### src/rtl/tw_pkg.sv
// Package: shared constants for the two-wire register slave.
// Assumes 7-bit addresses and 8-bit registers.
package tw_pkg;
    localparam int          ADDR_W    = 7;
    localparam int          DATA_W    = 8;
    localparam logic [6:0]  A_CFG     = 7'h40;
    localparam logic [6:0]  A_STAT    = 7'h41;
    localparam logic [6:0]  A_DY      = 7'h42;
    localparam logic [6:0]  A_DX      = 7'h43;
    localparam logic [7:0]  CFG_KEEP  = 8'h61;   // stored bits: power-down, shutter, awake
    localparam logic [7:0]  CFG_PD    = 8'h40;   // power-down bit
    localparam logic [2:0]  DEV_ID    = 3'b010;
endpackage

### src/rtl/tw_sync.sv
// Module: two-flop synchronizer for a vector of independent single-bit inputs.
// Assumes each bit is a slow level, so no bus coherence is needed.
module tw_sync #(
    parameter int W = 2
) (
    input  logic         clk,
    input  logic         rst_n,
    input  logic [W-1:0] d_i,
    output logic [W-1:0] q_o
);
    logic [W-1:0] meta;

    // Two register stages per bit; reset to 1 (idle level of the lines).
    always_ff @(posedge clk) begin
        if (!rst_n) begin
            meta <= '1;
            q_o  <= '1;
        end else begin
            meta <= d_i;
            q_o  <= meta;
        end
    end
endmodule

### src/rtl/tw_acc.sv
// Module: saturating 8-bit two's-complement motion accumulator with clear.
// Assumes a clear and a new delta in the same cycle: the delta starts the next report.
module tw_acc (
    input  logic       clk,
    input  logic       rst_n,
    input  logic       clr_i,
    input  logic       vld_i,
    input  logic [7:0] d_i,
    output logic [7:0] acc_o
);
    logic signed [8:0] sum;
    logic        [7:0] sat;

    // Widened sum and clamp to the 8-bit signed range.
    always_comb begin
        sum = $signed({acc_o[7], acc_o}) + $signed({d_i[7], d_i});
        if (sum > 9'sd127)
            sat = 8'h7F;
        else if (sum < -9'sd128)
            sat = 8'h80;
        else
            sat = sum[7:0];
    end

    // Accumulator register: clear-on-read keeps any delta arriving in that cycle.
    always_ff @(posedge clk) begin
        if (!rst_n)
            acc_o <= '0;
        else if (clr_i)
            acc_o <= vld_i ? d_i : 8'h00;
        else if (vld_i)
            acc_o <= sat;
    end
endmodule

### src/rtl/tw_port.sv
// Module: serial transaction engine. Detects clock edges on the synchronized pins,
// shifts in the header and write data, shifts out read data and runs the stall watchdog.
// Assumes the serial clock half period is several system clocks long.
module tw_port #(
    parameter int TIMEOUT_CYC = 22_500_000
) (
    input  logic       clk,
    input  logic       rst_n,
    input  logic       sck_s,
    input  logic       sdio_s,
    input  logic       pd_i,
    input  logic [7:0] rd_data_i,
    output logic       rd_en_o,
    output logic       wr_en_o,
    output logic [6:0] addr_o,
    output logic [7:0] wdata_o,
    output logic       sdio_o,
    output logic       sdio_oe,
    output logic       sck_fall_o,
    output logic       hold_o,
    output logic       abort_o
);
    localparam int WW = $clog2(TIMEOUT_CYC + 1);

    logic          sck_q;
    logic          rise;
    logic [4:0]    bitcnt;
    logic [14:0]   shreg;
    logic [7:0]    tx;
    logic [WW-1:0] wd;
    logic          busy;

    assign rise       = sck_s & ~sck_q;
    assign sck_fall_o = ~sck_s & sck_q;
    assign busy       = (bitcnt != 5'd0);
    assign abort_o    = busy && !pd_i && (wd == WW'(TIMEOUT_CYC - 1));

    // Decode: a read is requested on the 8th rise, a write completes on the 16th.
    assign rd_en_o = rise && (bitcnt == 5'd7) && !shreg[6];
    assign wr_en_o = rise && (bitcnt == 5'd15) && shreg[14];
    assign addr_o  = (bitcnt == 5'd7) ? {shreg[5:0], sdio_s} : shreg[13:7];
    assign wdata_o = {shreg[6:0], sdio_s};
    assign sdio_o  = tx[7];

    // Edge-detect register for the synchronized clock.
    always_ff @(posedge clk) begin
        if (!rst_n) sck_q <= 1'b1;
        else        sck_q <= sck_s;
    end

    // Transaction state: bit counter, shifters, output enable, hold and watchdog.
    always_ff @(posedge clk) begin
        if (!rst_n || abort_o) begin
            bitcnt  <= '0;
            shreg   <= '0;
            tx      <= '0;
            sdio_oe <= 1'b0;
            hold_o  <= 1'b0;
            wd      <= '0;
        end else begin
            if (!busy)
                wd <= '0;
            else if (!pd_i)
                wd <= wd + 1'b1;
            if (rise) begin
                shreg  <= {shreg[13:0], sdio_s};
                bitcnt <= (bitcnt == 5'd15) ? 5'd0 : bitcnt + 5'd1;
                if (bitcnt == 5'd7 && !shreg[6]) begin
                    tx      <= rd_data_i;
                    sdio_oe <= 1'b1;
                end
                if (bitcnt == 5'd15) begin
                    wd <= '0;
                    if (sdio_oe) hold_o <= 1'b1;
                end
            end else if (sck_fall_o) begin
                if (hold_o) begin
                    sdio_oe <= 1'b0;
                    hold_o  <= 1'b0;
                end else if (sdio_oe && bitcnt >= 5'd9) begin
                    tx <= {tx[6:0], 1'b0};
                end
            end
        end
    end
endmodule

### src/rtl/tw_regs.sv
// Module: register file behind the port: configuration, status and two motion accumulators.
// Assumes rd_en and wr_en are single-cycle strobes with a valid address.
module tw_regs
    import tw_pkg::*;
(
    input  logic       clk,
    input  logic       rst_n,
    input  logic       rd_en_i,
    input  logic       wr_en_i,
    input  logic [6:0] addr_i,
    input  logic [7:0] wdata_i,
    input  logic       awake_i,
    input  logic       mot_vld_i,
    input  logic [7:0] dx_i,
    input  logic [7:0] dy_i,
    output logic [7:0] rd_data_o,
    output logic [7:0] cfg_o,
    output logic       soft_rst_o,
    output logic       clr_y_o,
    output logic [7:0] acc_y_o
);
    logic       cfg_hit;
    logic       srst_now;
    logic [1:0] clr;
    logic [7:0] din [2];
    logic [7:0] acc [2];

    assign cfg_hit  = wr_en_i && (addr_i == A_CFG);
    assign srst_now = cfg_hit && wdata_i[7] && !cfg_o[6];
    assign clr[0]   = srst_now || (rd_en_i && addr_i == A_DY);
    assign clr[1]   = srst_now || (rd_en_i && addr_i == A_DX);
    assign din[0]   = dy_i;
    assign din[1]   = dx_i;
    assign clr_y_o  = clr[0];
    assign acc_y_o  = acc[0];

    // One accumulator per axis: index 0 is Y, index 1 is X.
    for (genvar g = 0; g < 2; g++) begin : g_axis
        tw_acc u_acc (
            .clk   (clk),
            .rst_n (rst_n),
            .clr_i (clr[g]),
            .vld_i (mot_vld_i),
            .d_i   (din[g]),
            .acc_o (acc[g])
        );
    end

    // Configuration register with power-down write gating, plus the soft-reset pulse.
    always_ff @(posedge clk) begin
        if (!rst_n) begin
            cfg_o      <= '0;
            soft_rst_o <= 1'b0;
        end else begin
            soft_rst_o <= srst_now;
            if (cfg_hit) begin
                if (cfg_o[6])
                    cfg_o <= (cfg_o & ~CFG_PD) | (wdata_i & CFG_PD);
                else
                    cfg_o <= wdata_i & CFG_KEEP;
            end
        end
    end

    // Read mux; unmapped addresses return zero.
    always_comb begin
        unique case (addr_i)
            A_CFG:   rd_data_o = cfg_o;
            A_STAT:  rd_data_o = {DEV_ID, 4'b0000, awake_i};
            A_DY:    rd_data_o = acc[0];
            A_DX:    rd_data_o = acc[1];
            default: rd_data_o = 8'h00;
        endcase
    end
endmodule

### src/rtl/tw_reg_slave.sv
// Module: top of the two-wire register slave. Synchronizes the pins, runs the
// transaction engine and holds the register file.
// Assumes the pad drives sdio_i with sdio_o whenever sdio_oe is high.
module tw_reg_slave #(
    parameter int TIMEOUT_CYC = 22_500_000
) (
    input  logic       clk,
    input  logic       rst_n,
    input  logic       sck_i,
    input  logic       sdio_i,
    output logic       sdio_o,
    output logic       sdio_oe,
    input  logic       mot_vld_i,
    input  logic [7:0] dx_i,
    input  logic [7:0] dy_i,
    input  logic       awake_i,
    output logic [7:0] cfg_o,
    output logic       soft_rst_o
);
    logic [1:0] pins_s;
    logic       rd_en, wr_en, sck_fall, rd_hold, wd_abort, clr_y;
    logic [6:0] addr;
    logic [7:0] wdata, rd_data, acc_y;

    tw_sync #(.W(2)) u_sync (
        .clk   (clk),
        .rst_n (rst_n),
        .d_i   ({sck_i, sdio_i}),
        .q_o   (pins_s)
    );

    tw_port #(.TIMEOUT_CYC(TIMEOUT_CYC)) u_port (
        .clk        (clk),
        .rst_n      (rst_n),
        .sck_s      (pins_s[1]),
        .sdio_s     (pins_s[0]),
        .pd_i       (cfg_o[6]),
        .rd_data_i  (rd_data),
        .rd_en_o    (rd_en),
        .wr_en_o    (wr_en),
        .addr_o     (addr),
        .wdata_o    (wdata),
        .sdio_o     (sdio_o),
        .sdio_oe    (sdio_oe),
        .sck_fall_o (sck_fall),
        .hold_o     (rd_hold),
        .abort_o    (wd_abort)
    );

    tw_regs u_regs (
        .clk        (clk),
        .rst_n      (rst_n),
        .rd_en_i    (rd_en),
        .wr_en_i    (wr_en),
        .addr_i     (addr),
        .wdata_i    (wdata),
        .awake_i    (awake_i),
        .mot_vld_i  (mot_vld_i),
        .dx_i       (dx_i),
        .dy_i       (dy_i),
        .rd_data_o  (rd_data),
        .cfg_o      (cfg_o),
        .soft_rst_o (soft_rst_o),
        .clr_y_o    (clr_y),
        .acc_y_o    (acc_y)
    );
endmodule

### config.mk
export PLATFORM = sky130hd
export DESIGN_NAME = tw_reg_slave
export DESIGN_NICKNAME = d
export VERILOG_FILES = /design/src/rtl/tw_pkg.sv /design/src/rtl/tw_sync.sv /design/src/rtl/tw_acc.sv /design/src/rtl/tw_port.sv /design/src/rtl/tw_regs.sv /design/src/rtl/tw_reg_slave.sv
export SDC_FILE = /design/constraint.sdc
export NUM_CORES = 1
export LEC_CHECK = 0
export ABC_AREA = 1
export CORE_ASPECT_RATIO = 0.9
export CORE_MARGIN = 2
export CORE_UTILIZATION = 36
export DETAILED_ROUTE_END_ITERATION = 8
export PLACE_DENSITY_LB_ADDON = 0.15
export REMOVE_ABC_BUFFERS = 1
export SYNTH_ARGS = -nofsm -noshare
export SYNTH_HDL_FRONTEND = slang
export SYNTH_HIERARCHICAL = 1
export SYNTH_SLANG_ARGS = --single-unit
### constraint.sdc
create_clock -name clk -period 3.4 [get_ports clk]
set_clock_uncertainty 0.15 [all_clocks]
set_input_delay 0.68 -clock clk [delete_from_list [all_inputs] [get_ports clk]]
set_output_delay 0.68 -clock clk [all_outputs]
set_load 0.005 [all_outputs]
==> After elaboration in Yosys (flattened, before gate mapping) <==
Index checks and enable logic that the tools add are counted.
{ "classes": {"n_addsub": 4, "mul": 0, "div": 0, "n_lt_le_gt_ge": 5, "eq_ne": 11, "shifts": 0, "n_mux": 31, "bitwise": 5, "reduce_logical": 28} }
{ "ops": {"columns": ["cell", "count"], "rows": [
  ["8-bit 2-to-1 mux", 16],
  ["25-bit 2-to-1 mux", 4],
  ["8-bit one-hot mux with 4 select lines", 1],
  ["7-bit == test, second input constant", 4],
  ["25-bit by 1-bit adder with 25-bit output, second input constant", 1],
  ["25-bit == test, second input constant", 1],
  ["8-bit by 8-bit adder with 9-bit output", 2],
  ["9-bit by 8-bit greater-than comparator with 1-bit output, second input constant", 2],
  ["9-bit by 8-bit less-than comparator with 1-bit output, second input constant", 2],
  ["1-bit logical AND", 13],
  ["2-bit nonzero test", 5],
  ["1-bit 2-to-1 mux", 8],
  ["8-bit by 7-bit OR with 8-bit output", 1],
  ["7-bit 2-to-1 mux", 1],
  ["2-bit inequality test, second input constant", 3],
  ["3-bit AND reduction", 2],
  ["5-bit by 1-bit adder with 5-bit output, second input constant", 1],
  ["5-bit by 3-bit == test with 1-bit output, second input constant", 1],
  ["5-bit by 4-bit == test with 1-bit output, second input constant", 1],
  ["5-bit by 4-bit >= comparator with 1-bit output, second input constant", 1],
  ["5-bit 2-to-1 mux", 1],
  ["5-bit nonzero test", 1],
  ["4-bit AND reduction", 1],
  ["1-bit logical NOT", 3],
  ["4 further kinds", 8]
]} }
{ "word_totals": {"register_bits": 85, "latch_bits": 0, "mem_bits_rw": 0, "rom_bits": 0, "inputBits": 22, "out_inout_bits": 11, "wordCells": 97, "mem_count": 0} }

==> Logic depth before layout (Yosys ltp) <==
{ "depth": {"ltp_word": 9, "depth_mapped": 18, "ltp_nobuf": 17} }

==> Hierarchy <==
Netlist, hierarchy kept.
{ "modules_own_cells": {"columns": ["module", "n_inst", "cells_per_inst", "area_each_um2", "seq_area_each_um2"], "rows": [
  ["tw_port", 1, 436, 3027.9, 1121.1],
  ["tw_acc (u_regs.g_axis[1].u_acc)", 1, 137, 869.6, 160.2],
  ["tw_acc (u_regs.g_axis[0].u_acc)", 1, 134, 789.5, 160.2],
  ["tw_regs", 1, 86, 498.0, 80.1],
  ["tw_sync", 1, 12, 110.1, 80.1]
]} }

==> Least setup slack after synthesis <==
Ideal clock, no wire load.
{ "synth_path": {"path_type": "register to register", "from": "reg u_port.bitcnt[0]", "to": "reg u_regs.g_axis[0].u_acc.acc_o[0]", "setup_ns": 0.070, "arrival_time_ns": 2.376, "t_required_ns": 3.180, "path_slack_ns": 0.804, "stages_incl_launch_ff": 18, "path_buffers": 0, "period_less_slack_ns": 2.596, "path_cell_list": "dfxtp_1 -> ha_1 -> nand2_2 -> nor2_8 -> inv_1 -> nand2_1 -> nand2_1 -> nor2_1 -> nand2_1 -> nor2_4 -> nand4_1 -> nand2_1 -> clkinv_1 -> nand2_1 -> nand2_4 -> nand2_1 -> nand2_1 -> a21oi_1"} }
{ "synth_via": {"elab_chain_len": 8, "word_cells_on_any_way": 16, "cone_classes": "4 x eq/ne; 2 x mux; 10 x reduce/logical"} }
{ "synth_rtl": {"columns": ["item", "line_no", "rtl"], "rows": [
  ["start, declared", "tw_port.sv:27", "logic [4:0] bitcnt;"],
  ["start signal, assigned", "tw_port.sv:67", "bitcnt <= (bitcnt == 5'd15) ? 5'd0 : bitcnt + 5'd1;"],
  ["5-bit by 3-bit == test with 1-bit output *", "tw_port.sv:41", "assign addr_o = (bitcnt == 5'd7) ? {shreg[5:0], sdio_s} : shreg[13:7];"],
  ["7-bit 2-to-1 mux *", "tw_port.sv:41", null],
  ["named net addr[0]", "tw_reg_slave.sv:22", "logic [6:0] addr;"],
  ["7-bit == test", "tw_regs.sv:28", "assign cfg_hit = wr_en_i && (addr_i == A_CFG);"],
  ["1-bit logical AND", "tw_regs.sv:28", null],
  ["1-bit logical AND (2 in series)", "tw_regs.sv:29", "assign srst_now = cfg_hit && wdata_i[7] && !cfg_o[6];"],
  ["1-bit logical OR *", "tw_regs.sv:30", "assign clr[0] = srst_now || (rd_en_i && addr_i == A_DY);"],
  ["named net clr_y", "tw_reg_slave.sv:21", "logic rd_en, wr_en, sck_fall, rd_hold, wd_abort, clr_y;"],
  ["8-bit 2-to-1 mux / 2-bit nonzero test (equally long branches)", null, null],
  ["end signal, assigned", "tw_acc.sv:30", "acc_o <= vld_i ? d_i : 8'h00;"],
  ["end signal, assigned", "tw_acc.sv:32", "acc_o <= sat;"],
  ["end, declared", "tw_acc.sv:9", "output logic [7:0] acc_o"]
]} }
The timed path passes the listed nets; every way through them passes the cells marked *.
A chain may end at the register's enable or synchronous reset.

==> Final worst setup path <==
{ "layout_path": {"from": "reg u_port.bitcnt[0]", "to": "reg u_regs.g_axis[0].u_acc.acc_o[1]"} }
Same word-level chain as after synthesis.

==> impl_results.md <==
- R2R depth: 17
- Critical path class: flop to flop
- Reg2reg end: u_regs/g_axis[0].u_acc/acc_o[1]
- Detail Route Antenna Nets: 0
- Crit path max-delay family: simple AND/OR/NAND/NOR gates
- Crit. End Element: flop
- Cts hold-fix bufs: 0
- Setup Viol. Count Final: 0
- Average routed wire per standard cell: between 10 and 15 microns
- Fill cells: 1532
- Slowest stage cell on the critical path: dfxtp_1
- CTS tree: done
- CORE AREA: 14160 sq um
- Initial Util: 37.16%
- Routed vias: ~4.7k
- Max H-tree Level: 3
- Post-route setup TNS: 0 ns
- IO Count: 33
- DRT Pass-1 Iters: 5
- Multi-input logic area: 3164 sq um
- Hold Vio Cnt, Final: 0
- Gp weighted congestion: 0.8261
- Worst hold stages: 2
- Maximum net fanout on the critical path: 9
- Die area: 15600 sq um
- Slew @ Worst Pin: 0.6743 ns
- Type of origin of the critical path: flop
- Skew-Pair Late Insertion Delay: between 0.3 and 0.4 ns
- Max Fclk: 330.8 MHz
- Worst Path Arrival: between 3 and 4 ns
- CTS clk-pin slew, worst paths: 0.05 ns
- ANT cells: 0
- Slew Limit Fails: 0
- Required @ worst endpoint: 3.51 ns
- Root buffer cell: clkbuf_16
- Post-CTS Setup Bufs: 0
- Crit path time final: 3.023 ns
- HP Class: flop to flop
- WP buf/inv: 2
- Number of global-route vias before repair: between 4k and 5k
- Num CTS Buffers: 9
- FF+latch area: 1602 sq um
- Die height: 118.7 microns
- WL final: 11780 microns
- Cell mode on critical path: nand2_1
- # resized after CTS: 0
- Hold path endpoint: u_sync/q_o[0]
- Initial DRC count: 276
- Layout Area Growth over Synthesis: 12.39%
- Critical Path Max Stage Delay: ~0.4 ns
- Commonest non-fill, non-tap cells in the layout: nand2_1 (270), nor2_1 (106), dfxtp_1 (80)
- Syn Area/Cell: approximately 6.6 sq um
- Hold Startpoint: u_sync/meta[0]
- Tcrit/Tclk final: 88.91%
- Unrepaired setup endpoints after global routing: no
- Core Util, Final: between 40% and 50%
- Clk sinks: 80
- Site Rows: a little over 40
- Grt total ovfl: 0
- Wire length of the first global-routing pass: 20200 microns
- RR Startpoint: u_port/bitcnt[0]
- Clock buffer depth: 2
- R2R Setup Slk: 0.38 ns
- Chip Width: 131.4 microns
- Worst-path cell chain: ha_1, nand2_2, nor2_8, inv_1, nand2_1, nand2_1, nor2_1, nand2_1, nor2_4, nand4_1, nand2_1, clkinv_1, nand2_1, nand2_4, nand2_1, nand2_1, a21oi_1
- DR vias/cell: 4.644
- Nets: a little under 900
- Outcome: complete, no violations
- Lkg Pwr: 2.613 nW
- Max Cap Viol: 0
- Total GRT Usage: 15.63%
- PwrDens: 423.7 nW/um^2
- Total power: 2.505 mW
- Mapped Area: 5261 sq um
- Port Buffers: 27
- Initial antenna violation count: 0
- Post-DP HPWL: 9153 microns
- Remaining DRCs: 0
- Rel. slew slack: between 50% and 60%
- Mapped Cells: 800
- Yosys warning total: 6
- Peak supply drop: 0.2106 mV
- Share of cells above drive strength 1: 11.25%
- Most common cell after layout, fill and taps aside: nand2_1
- Largest net degree at the start of global routing: 26
-- flip-flops by register name (all words and copies together) (netlist names) --
name and flops:
u_port/wd 25, u_sync/q_o 2, u_port/bitcnt 5, u_port/sdio_oe 1
u_port/hold_o 1, u_regs/soft_rst_o 1, u_sync/meta 2, u_regs/g_axis.u_acc/acc_o 16
u_port/shreg 15, u_port/sck_q 1, u_port/tx 8, u_regs/cfg_o 3
-- final cells by class --
| cell class | instances | share of cell area (%) |
|---|---|---|
| Inverter | 94 | 6.052 |
| Clock inverter | 1 | 0.08464 |
| Clock buffer | 13 | 4.232 |
| Tap cell | 193 | 4.084 |
| Multi-Input combinational cell | 609 | 53.51 |
| Timing Repair Buffer | 30 | 4.951 |
| Sequential cell | 80 | 27.08 |
-- where the power goes --
group          leakage (nW)  total [mW]  switching (mW)  internal [mW]
clock                 0.126       0.857           0.351          0.506
sequential            0.649        1.03          0.0485          0.981
combinational          1.84       0.619           0.372          0.248
-- stage by stage --
step                      setup WS [ns]  cell area (sq um)  instances  hold slack [ns]
after floorplan                  0.6817               5124        783           0.2295
after global placement           0.5469               5658       1006           0.2376
after detailed placement         0.3783               5658       1006           0.2464
after CTS                        0.3536               5913       1020           0.2598
after global routing           0.005172               5913       1020           0.2869
final                            0.3772               5913       1020           0.2545
-- tightest hold or removal path, stage by stage, from the launching register on --
cell and delay, ns:
dfxtp_1 0.30, inv_1 0.03, nand2_1 0.04
-- how the worst max path moves through the flow --
stage / cells after the start / endpoint / from / slack, ns
detailed placement: 17 / u_regs/g_axis[0].u_acc/acc_o[1] / u_port/bitcnt[0] / 0.38
CTS: 17 / u_regs/g_axis[0].u_acc/acc_o[1] / u_port/bitcnt[1] / 0.35
global route: 17 / u_regs/g_axis[0].u_acc/acc_o[4] / u_port/bitcnt[0] / 0.005
global placement: 17 / u_regs/g_axis[0].u_acc/acc_o[1] / u_port/bitcnt[0] / 0.55
floorplan: 14 / u_regs/g_axis[0].u_acc/acc_o[0] / u_port/sck_q / 0.68
finish: 17 / u_regs/g_axis[0].u_acc/acc_o[1] / u_port/bitcnt[0] / 0.38
-- layer usage --
| layer | part of all wire, % | GRT usage, % | vias up | wire (microns) |
|---|---|---|---|---|
| li1 | - | - | 2523 | - |
| met1 | 52 | 21.70 | 2145 | 6080 |
| met2 | 45 | 24.90 | 63 | 5271 |
| met3 | 3.0 | 3.303 | 6 | 355 |
| met4 | 0.64 | 3.465 | 0 | 75 |
| met5 | 0 | 0 | - | 0 |
Power figures use the tool's default switching activity.
